`src/rtl/pcd_pkg.sv`:
```
package pcd_pkg;
  typedef enum logic [1:0] {
    SRC_NONE = 2'd0,
    SRC_ATTR = 2'd1,
    SRC_UART = 2'd2
  } rd_src_e;
endpackage

```
`src/rtl/pcd_decode.sv`:
```
module pcd_decode #(
  parameter int ADDR_W = 10,
  parameter int ATTR_AW = 8,
  parameter int REG_AW = 3,
  parameter int NUM_CE = 2,
  parameter logic [ADDR_W-1:0] LEGACY_BASE = 10'h3F8
) (
  input  logic [ADDR_W-1:0]  addr,
  input  logic [NUM_CE-1:0]  ce_n,
  input  logic               attr_n,
  input  logic               oe_n,
  input  logic               we_n,
  input  logic               iord_n,
  input  logic               iowr_n,
  input  logic               legacy_port,
  input  logic               cfg_done,
  output logic               at_rd,
  output logic               at_wr,
  output logic               io_rd,
  output logic               io_wr,
  output logic [ATTR_AW-1:0] attr_idx,
  output logic [REG_AW-1:0]  reg_idx
);
  logic ce_any, space_sel, base_hit, io_ok;

  always_comb begin
    ce_any    = ~&ce_n;
    space_sel = ~attr_n & ce_any;
    base_hit  = addr[ADDR_W-1:REG_AW] == LEGACY_BASE[ADDR_W-1:REG_AW];
    io_ok     = space_sel & cfg_done & (legacy_port ? base_hit : 1'b1);
    at_rd     = space_sel & ~oe_n;
    at_wr     = space_sel & ~we_n;
    io_rd     = io_ok & ~iord_n;
    io_wr     = io_ok & ~iowr_n;
    attr_idx  = addr[ATTR_AW:1];
    reg_idx   = addr[REG_AW-1:0];
  end
endmodule

```
`src/rtl/pcd_attr_mem.sv`:
```
module pcd_attr_mem #(
  parameter int ATTR_AW = 8,
  parameter int DATA_W = 8,
  parameter logic [ATTR_AW-1:0] CFG_IDX = 8'h80
) (
  input  logic               clk,
  input  logic               rst,
  input  logic               we,
  input  logic [ATTR_AW-1:0] idx,
  input  logic [DATA_W-1:0]  wdata,
  output logic [DATA_W-1:0]  rdata,
  output logic               cfg_done
);
  localparam int DEPTH = 1 << ATTR_AW;

  logic [DATA_W-1:0] mem [DEPTH];

  always_ff @(posedge clk) begin
    if (we) mem[idx] <= wdata;
    rdata <= mem[idx];
  end

  always_ff @(posedge clk) begin
    if (rst) cfg_done <= 1'b0;
    else if (we && idx == CFG_IDX) cfg_done <= |wdata;
  end
endmodule

```
`src/rtl/pcd_uart_stub.sv`:
```
module pcd_uart_stub #(
  parameter int NREG = 8,
  parameter int DATA_W = 8,
  localparam int REG_AW = $clog2(NREG)
) (
  input  logic              clk,
  input  logic              rst,
  input  logic              we,
  input  logic [REG_AW-1:0] idx,
  input  logic [DATA_W-1:0] wdata,
  output logic [DATA_W-1:0] rdata,
  output logic              intr
);
  logic [DATA_W-1:0] regs [NREG];

  for (genvar g = 0; g < NREG; g++) begin : g_reg
    always_ff @(posedge clk) begin
      if (rst) regs[g] <= '0;
      else if (we && idx == REG_AW'(g)) regs[g] <= wdata;
    end
  end

  always_ff @(posedge clk) begin
    if (rst) rdata <= '0;
    else rdata <= regs[idx];
  end

  assign intr = regs[1][0];
endmodule

```
`src/rtl/pcd_ready_irq.sv`:
```
module pcd_ready_irq #(
  parameter int BUSY_CYCLES = 16,
  localparam int CW = $clog2(BUSY_CYCLES + 1)
) (
  input  logic clk,
  input  logic rst,
  input  logic uart_int,
  output logic ready,
  output logic ireq_n
);
  logic [CW-1:0] cnt;

  assign ready = cnt == CW'(BUSY_CYCLES);

  always_ff @(posedge clk) begin
    if (rst) begin
      cnt    <= '0;
      ireq_n <= 1'b0;
    end else begin
      if (!ready) cnt <= cnt + 1'b1;
      ireq_n <= ready ? ~uart_int : 1'b0;
    end
  end
endmodule

```
`src/rtl/pccard_bus_decoder.sv`:
```
module pccard_bus_decoder #(
  parameter int ADDR_W = 10,
  parameter int DATA_W = 8,
  parameter int ATTR_AW = 8,
  parameter int NREG = 8,
  parameter int NUM_CE = 2,
  parameter int BUSY_CYCLES = 16,
  parameter logic [ATTR_AW-1:0] CFG_IDX = 8'h80,
  parameter logic [ADDR_W-1:0] LEGACY_BASE = 10'h3F8,
  localparam int REG_AW = $clog2(NREG)
) (
  input  logic               clk,
  input  logic               rst,
  input  logic [ADDR_W-1:0]  addr,
  input  logic [DATA_W-1:0]  din,
  output logic [DATA_W-1:0]  dout,
  output logic               dout_oe,
  input  logic [NUM_CE-1:0]  ce_n,
  input  logic               attr_n,
  input  logic               oe_n,
  input  logic               we_n,
  input  logic               iord_n,
  input  logic               iowr_n,
  input  logic               legacy_port,
  input  logic               sub_clr,
  output logic               inpack_n,
  output logic               ireq_n,
  output logic               sub_irq,
  output logic               reg_wr_stb,
  output logic               reg_rd_stb,
  output logic [REG_AW-1:0]  reg_idx,
  output logic [DATA_W-1:0]  reg_wdata,
  output logic               attr_we,
  output logic               attr_re,
  output logic [ATTR_AW-1:0] attr_idx
);
  import pcd_pkg::*;

  logic at_rd, at_wr, io_rd, io_wr;
  logic [ATTR_AW-1:0] a_idx;
  logic [REG_AW-1:0]  r_idx;
  logic cfg_done, ready_w, uart_int;
  logic at_wr_prev, io_wr_prev, io_rd_prev;
  logic at_wr_edge, io_wr_edge, io_rd_edge;
  logic [DATA_W-1:0] mem_q, uart_q;
  rd_src_e src_q;

  pcd_decode #(
    .ADDR_W(ADDR_W), .ATTR_AW(ATTR_AW), .REG_AW(REG_AW),
    .NUM_CE(NUM_CE), .LEGACY_BASE(LEGACY_BASE)
  ) u_dec (
    .addr(addr), .ce_n(ce_n), .attr_n(attr_n), .oe_n(oe_n), .we_n(we_n),
    .iord_n(iord_n), .iowr_n(iowr_n), .legacy_port(legacy_port),
    .cfg_done(cfg_done), .at_rd(at_rd), .at_wr(at_wr), .io_rd(io_rd),
    .io_wr(io_wr), .attr_idx(a_idx), .reg_idx(r_idx)
  );

  assign at_wr_edge = at_wr & ~at_wr_prev;
  assign io_wr_edge = io_wr & ~io_wr_prev;
  assign io_rd_edge = io_rd & ~io_rd_prev;

  pcd_attr_mem #(
    .ATTR_AW(ATTR_AW), .DATA_W(DATA_W), .CFG_IDX(CFG_IDX)
  ) u_mem (
    .clk(clk), .rst(rst), .we(at_wr_edge), .idx(a_idx), .wdata(din),
    .rdata(mem_q), .cfg_done(cfg_done)
  );

  pcd_uart_stub #(.NREG(NREG), .DATA_W(DATA_W)) u_uart (
    .clk(clk), .rst(rst), .we(io_wr_edge), .idx(r_idx), .wdata(din),
    .rdata(uart_q), .intr(uart_int)
  );

  pcd_ready_irq #(.BUSY_CYCLES(BUSY_CYCLES)) u_rdy (
    .clk(clk), .rst(rst), .uart_int(uart_int), .ready(ready_w), .ireq_n(ireq_n)
  );

  always_ff @(posedge clk) begin
    if (rst) begin
      at_wr_prev <= 1'b0;
      io_wr_prev <= 1'b0;
      io_rd_prev <= 1'b0;
      src_q      <= SRC_NONE;
      dout_oe    <= 1'b0;
      inpack_n   <= 1'b1;
      sub_irq    <= 1'b0;
      reg_wr_stb <= 1'b0;
      reg_rd_stb <= 1'b0;
      reg_idx    <= '0;
      reg_wdata  <= '0;
      attr_we    <= 1'b0;
      attr_re    <= 1'b0;
      attr_idx   <= '0;
    end else begin
      at_wr_prev <= at_wr;
      io_wr_prev <= io_wr;
      io_rd_prev <= io_rd;
      src_q      <= at_rd ? SRC_ATTR : (io_rd ? SRC_UART : SRC_NONE);
      dout_oe    <= at_rd | io_rd;
      inpack_n   <= ~io_rd;
      if (at_wr_edge) sub_irq <= 1'b1;
      else if (sub_clr) sub_irq <= 1'b0;
      reg_wr_stb <= io_wr_edge;
      reg_rd_stb <= io_rd_edge;
      reg_idx    <= r_idx;
      reg_wdata  <= din;
      attr_we    <= at_wr_edge;
      attr_re    <= at_rd;
      attr_idx   <= a_idx;
    end
  end

  always_comb begin
    unique case (src_q)
      SRC_ATTR: dout = mem_q;
      SRC_UART: dout = uart_q;
      default:  dout = '0;
    endcase
  end
endmodule

```
`config.mk`:
```
export PLATFORM = sky130hd
export DESIGN_NAME = pccard_bus_decoder
export DESIGN_NICKNAME = d
export VERILOG_FILES = /design/src/rtl/pcd_pkg.sv /design/src/rtl/pcd_decode.sv /design/src/rtl/pcd_attr_mem.sv /design/src/rtl/pcd_uart_stub.sv /design/src/rtl/pcd_ready_irq.sv /design/src/rtl/pccard_bus_decoder.sv
export SDC_FILE = /design/constraint.sdc
export NUM_CORES = 2
export LEC_CHECK = 0
export BUFFER_PORTS_ARGS = -buffer_cell sky130_fd_sc_hd__buf_4
export CELL_PAD_IN_SITES_DETAIL_PLACEMENT = 0
export CELL_PAD_IN_SITES_GLOBAL_PLACEMENT = 1
export CORE_MARGIN = 2
export CORE_UTILIZATION = 48
export DETAILED_ROUTE_END_ITERATION = 12
export GPL_TIMING_DRIVEN = 0
export PLACE_DENSITY = 0.72
export SYNTH_ARGS = -nofsm -noshare
export SYNTH_HDL_FRONTEND = slang
export SYNTH_HIERARCHICAL = 1
export SYNTH_SLANG_ARGS = --single-unit
```
`constraint.sdc`:
```
create_clock -name clk -period 6.8 [get_ports clk]
set_clock_uncertainty 0.2 [all_clocks]
set_input_delay 1.36 -clock clk [delete_from_list [all_inputs] [get_ports clk]]
set_output_delay 1.36 -clock clk [all_outputs]
set_load 0.02 [all_outputs]
```
After elaboration in Yosys (flattened, before gate mapping)
Memories as Yosys holds them, arrays and structs flattened. A register that Yosys moved wholly into a read port is not among the register bits. Cells that the tools add are included.

Add/subtract/negate cells: 1. Equal/unequal tests: 12. Muxes and demuxes: 42. Bitwise gates (word level): 30. Reduce and logical (&&, ||, !) cells: 16.

Operators by type and width (number): $mux W8 (8); $mux W1 (32); $pmux W8 S2 (1); $eq A3 B3 Y1 const B (4); $not A1 Y1 (11); $and A1 B1 Y1 (10); $logic_and A1 B1 Y1 (9); $or A1 B1 Y1 (9); $eq A8 B8 Y1 const B (1); $reduce_or A8 Y1 (1); $eq A7 B7 Y1 const B (1); $eq A3 B2 Y1 const B (2); $add A5 B1 Y5 const B (1); $eq A5 B5 Y1 const B (1); $reduce_or A2 Y1 (2); $eq A3 B1 Y1 const B (1); $logic_not A3 Y1 (1); $eq A2 B1 Y1 const B (1); $eq A2 B2 Y1 const B (1); $mux W2 (1); $reduce_and A2 Y1 (1); $reduce_bool A2 Y1 (1); $logic_not A1 Y1 (1).

Register bits after elaboration: 38. Bits in writable memories: 2112. Input port bits: 29. Output and inout port bits: 35. Word-level logic and storage cells: 121. Memories: 2.

Memory list: u_mem.mem (words 256, width 8, rd ports 1, clocked after Yosys merged registers in 1, write ports 1, line pcd_attr_mem.sv:16) `logic [DATA_W-1:0] mem [DEPTH];`; u_uart.regs (words 8, width 8, rd ports 2, clocked after Yosys merged registers in 1, write ports 8, line pcd_uart_stub.sv:14) `logic [DATA_W-1:0] regs [NREG];`.

Logic depth before layout (Yosys ltp)
Depth in word-level cells: 12. Gate-level depth with buffers: 10. Depth with buffers taken out: 8.

Hierarchy
The synthesis kept the hierarchy.

By module, submodules not included: pcd_attr_mem (instances 1, cells an instance 3550, area each 78510.3 um^2, sequential area each 61679.2 um^2); pcd_uart_stub (instances 1, cells an instance 216, area each 3244.4 um^2, sequential area each 2082.0 um^2); pccard_bus_decoder (instances 1, cells an instance 90, area each 963.4 um^2, sequential area each 600.6 um^2); pcd_ready_irq (instances 1, cells an instance 30, area each 301.5 um^2, sequential area each 120.1 um^2); pcd_decode (instances 1, cells an instance 21, area each 135.1 um^2, sequential area each 0.0 um^2).

Worst setup path after synthesis
OpenSTA, ideal clock, no wires.

Path kind: input to register. Start: in ce_n[0]. End: mem u_mem.mem[152][0], enable pin. Library setup time: 383 ps. Arrival time: 3290 ps. Data required time: 6217 ps. Slack: 2926 ps. Cell stages on the path: 8. Buffers on the path: 2. Cells stage by stage: a21o_1 nor2_1 or2b_1 inv_1 buf_1 nand3_1 clkbuf_1 nor3_1.

Cells in the longest elaborated chain, start to end: 7.

Ends and longest elaborated chain: start: declaration (line pccard_bus_decoder.sv:18) `input logic [NUM_CE-1:0] ce_n,`; $reduce_and A2 Y1 (line pcd_decode.sv:27) `ce_any = ~&ce_n;`; $logic_not A1 Y1 (line pcd_decode.sv:27); $and A1 B1 Y1 (line pcd_decode.sv:28) `space_sel = ~attr_n & ce_any;`; $and A1 B1 Y1 (line pcd_decode.sv:32) `at_wr = space_sel & ~we_n;`; named net at_wr (line pccard_bus_decoder.sv:39) `logic at_rd, at_wr, io_rd, io_wr;`; $and A1 B1 Y1 (line pccard_bus_decoder.sv:58) `assign at_wr_edge = at_wr & ~at_wr_prev;`; named net at_wr_edge (line pccard_bus_decoder.sv:44) `logic at_wr_edge, io_wr_edge, io_rd_edge;`; $mux W1 (line pcd_attr_mem.sv:19) `if (we) mem[idx] <= wdata;`; $mux W1 (implied by the code) (line pcd_attr_mem.sv:19); end: declaration (line pcd_attr_mem.sv:16).

The timed path passes the listed nets, and every way through them passes these cells.

Worst setup path in the final report
Start: in addr[3]. End: mem u_mem.mem[127][2], enable pin.

RTL lines: start: declaration (line pccard_bus_decoder.sv:14) `input logic [ADDR_W-1:0] addr,`.

No word-level cell before the write port.

==> impl_results.md <==
- Final Max Tran Viols: 19
- Worst setup path class: in -> reg
- Width of the die: roughly 420 um
- Cell-by-cell listing of the critical path: buf_4, buf_4, and2_1, clkbuf_1, clkbuf_1, clkbuf_1, nand2_1, clkbuf_2, nor2_1
- Startpoint type of the worst setup path: input pin
- Unrepaired setup endpoints after global routing: false
- CTS resizes: 0
- Netlist cell types: 45
- Hold-fix buffer count after cts: 0
- Die height: roughly 420 um
- Clock Sinks: ~2200
- Initial antenna violation count: 5
- Share of the yosys chip area belonging to registers: about 78%
- Power per unit of standard cell area: around 290 nW/um^2
- Final number of hold-violating endpoints: 0
- Largest stage delay on the critical path: about 1.2 ns
- Post-DP HPWL: roughly 140000 um
- Clock period minus final worst setup slack: 6.458 ns
- Buffers plus inverters on the worst setup path: 6
- Relative max-transition margin: -3.173%
- Register Area: between 60000 and 70000 um^2
- Routed length per placed instance: between 30 and 40 um
- TritonCTS clock tree: built
- Post-Synthesis Cells: between 3000 and 4000
- Most frequent cell on the critical path: clkbuf_1
- Cell area after technology mapping: ~83000 um^2
- Count of flip-flops with a built-in enable after synthesis: between 2000 and 2500
- Synth warn: 6
- Aggregate routed wire length: between 200000 and 250000 um
- Worst-Margin Slew: roughly 1.5 ns
- Clock edge transition at the registers on the reported setup and hold paths: ~0.060 ns
- Share of layout cells above drive strength 1: 23.27%
- Quantity of I/O buffers inserted on ports: 60
- Count of antenna-violating nets left after detailed routing: 0
- Syn avg cell area: 21.28 um^2
- Most used flip-flop cell after synthesis: edfxtp_1
- H-tree lvl count: 4
- Total number of vias: around 42000
- Synthesis-to-layout area growth: 12.68%
- Max Root-Sink Buffers: 3
- DRC: 0
- Number of setup violations in the final report: 0
- Filler cell count in the final layout: about 13000
- Post-CTS Setup Repair Bufs: 0
- Crit-path max FO: 10
- Instance count after placement with tap cells included: around 6300
- Ys async rst share: 0%
- Critical Path AT: between 6 and 7 ns
- Starting density of the core: about half
- Worst hold path type: reg -> reg
- Static leakage: 28.72 nW
- Slowest-stage cell, CP: clkbuf_1
- Worst vdd ir: ~0.27 mV
- Global placer's final weighted congestion: between 0.8 and 0.9
- Initial DRC Count: 5423
- Post-synthesis net count: roughly 3900
- Number of global-route vias before repair: around 41000
- Worst Path Required: 7.05 ns
- Non-filler instance count after layout: about 6700
- Combined area of the multi-input logic cells: around 17000 um^2
- Clock Root Buffer: clkbuf_16
- Final sum of negative setup slack: 0 ns
- Number of nets in the layout: around 4200
- Core region area: 171900 um^2
- Overall die area: roughly 180000 um^2
- Row Count: 152
- Number of detailed-route iterations in the first pass: 7
- Largest net degree at the start of global routing: roughly 160
- Overall track demand over capacity in global routing: 25.10%
- Total I/O pin count: between 60 and 70
- Global-route wire length before repair: 307800 um
- Achievable clock frequency: ~150 MHz
- Number of storage elements in the synthesis netlist: roughly 2200
- Violations in the final reports: max-capacitance violations, max-slew violations
- Worst-skew pair later-pin latency: around 0.83 ns
- Total congestion overflow: 0
- Hold Slack: between 0.15 and 0.2 ns
- Outcome: finished with violations
- Vias per cell: around 6.3
- Kind of end point of the critical path: flip-flop
- Share of the clock period used by the worst path after layout: ~95%
- Total of max-cap violations: 3
- Num CTS Buffers: 210
- Top cell family by delay on the critical path: buffers and inverters
[metal layers]
metal,track usage [%],share of wire [%],vias to the layer above
met4,9.197,3.8,2
met2,37.49,46,2147
li1,-,-,16960
met3,6.685,11,369
met1,35.82,40,22630
met5,0,0.0063,-
[per-stage QoR]
stage	cell area, um^2	power (W)	setup WS [ns]	utilization, %
floorplan	83150	0.01564	2.926	-
global placement	86500	0.01630	-0.6166	50.31
detailed placement	86910	0.01632	-0.3403	50.55
CTS	93620	0.02761	0.5403	54.46
global route	93680	0.02816	0.4051	54.49
finish	93690	0.02745	0.3424	54.50
[cell usage after synthesis (15+ instances only)]
master    instances  area [um^2]
edfxtp_1       2112        63420
buf_2            51        255.2
a22oi_1         264         1982
nor2_1          244        915.9
buf_6            18        202.7
mux4_2          520        11710
and2_1           68        425.4
nor3_1           45        225.2
nand2_1          28        105.1
buf_4            19        142.6
dfxtp_1          53         1061
o41ai_1          32        280.3
mux2i_1          15        150.1
nor2b_1          34        212.7
a21oi_1         137        685.7
buf_1            21        78.83
clkbuf_1        152        570.6
[power breakdown]
part	internal [W]	switching, W
sequential	0.0147	0.0000129
clock	0.00651	0.00489
combinational	0.000443	0.000922
total	0.0216	0.00582
[flip-flops by register name (all words and copies together) (netlist names), 3 cells and up]
| name | flops |
|---|---|
| u_mem/mem | 2048 |
| u_uart/regs | 64 |
| attr_idx | 8 |
| reg_wdata | 8 |
| u_mem/rdata | 8 |
| u_uart/rdata | 8 |
| u_rdy/cnt | 5 |
| reg_idx | 3 |
[layout make-up]
class | count | area share, %
Sequential cell | 2165 | 68.82
Multi-Input combinational cell | 1468 | 18.59
Clock buffer | 277 | 6.068
Tap cell | 2310 | 3.085
Buffer | 261 | 1.355
Clock inverter | 107 | 1.095
Timing Repair Buffer | 76 | 0.9214
Inverter | 13 | 0.05208
Antenna cell | 4 | 0.01068
[cell usage in the layout, fill, tap and decap left out, drive strengths merged, types with 2 or more instances in the layout]
master,n
inv,21
nand2,28
diode,4
clkinvlp,8
mux2,2
a21o,5
a22oi,264
dfxtp,53
o41ai,32
ha,4
clkinv,74
mux2i,15
a31o,4
bufinv,17
a21oi,137
clkbuf,430
nand3,14
nor4,3
nand2b,12
nand4,9
buf,184
nor2b,34
edfxtp,2112
and2b,2
or2,3
mux4,522
and2,68
a221o,6
nor2,247
nor3,47
[logic make-up after synthesis]
family                   share of synthesized area (%)
AO/OA/AOI/OAI                                    3.733
AND/OR/NAND/NOR                                  2.731
flip-flops                                       77.54
XOR/XNOR                                       0.01053
multiplexers                                     14.36
buffers and inverters                            1.562
adder cells (fa/ha/maj)                        0.06019
[path summary, 6_finish.rpt]
kind	from	end	slack, ns	cells after the start
max	addr[3]	u_mem/mem[127][2]	0.34	9
min	io_rd_prev	reg_rd_stb	0.19	1
max reg2reg	at_wr_prev	u_mem/mem[210][2]	2.44	6
min reg2reg	io_rd_prev	reg_rd_stb	0.19	1
Power figures use the tool's default switching activity.
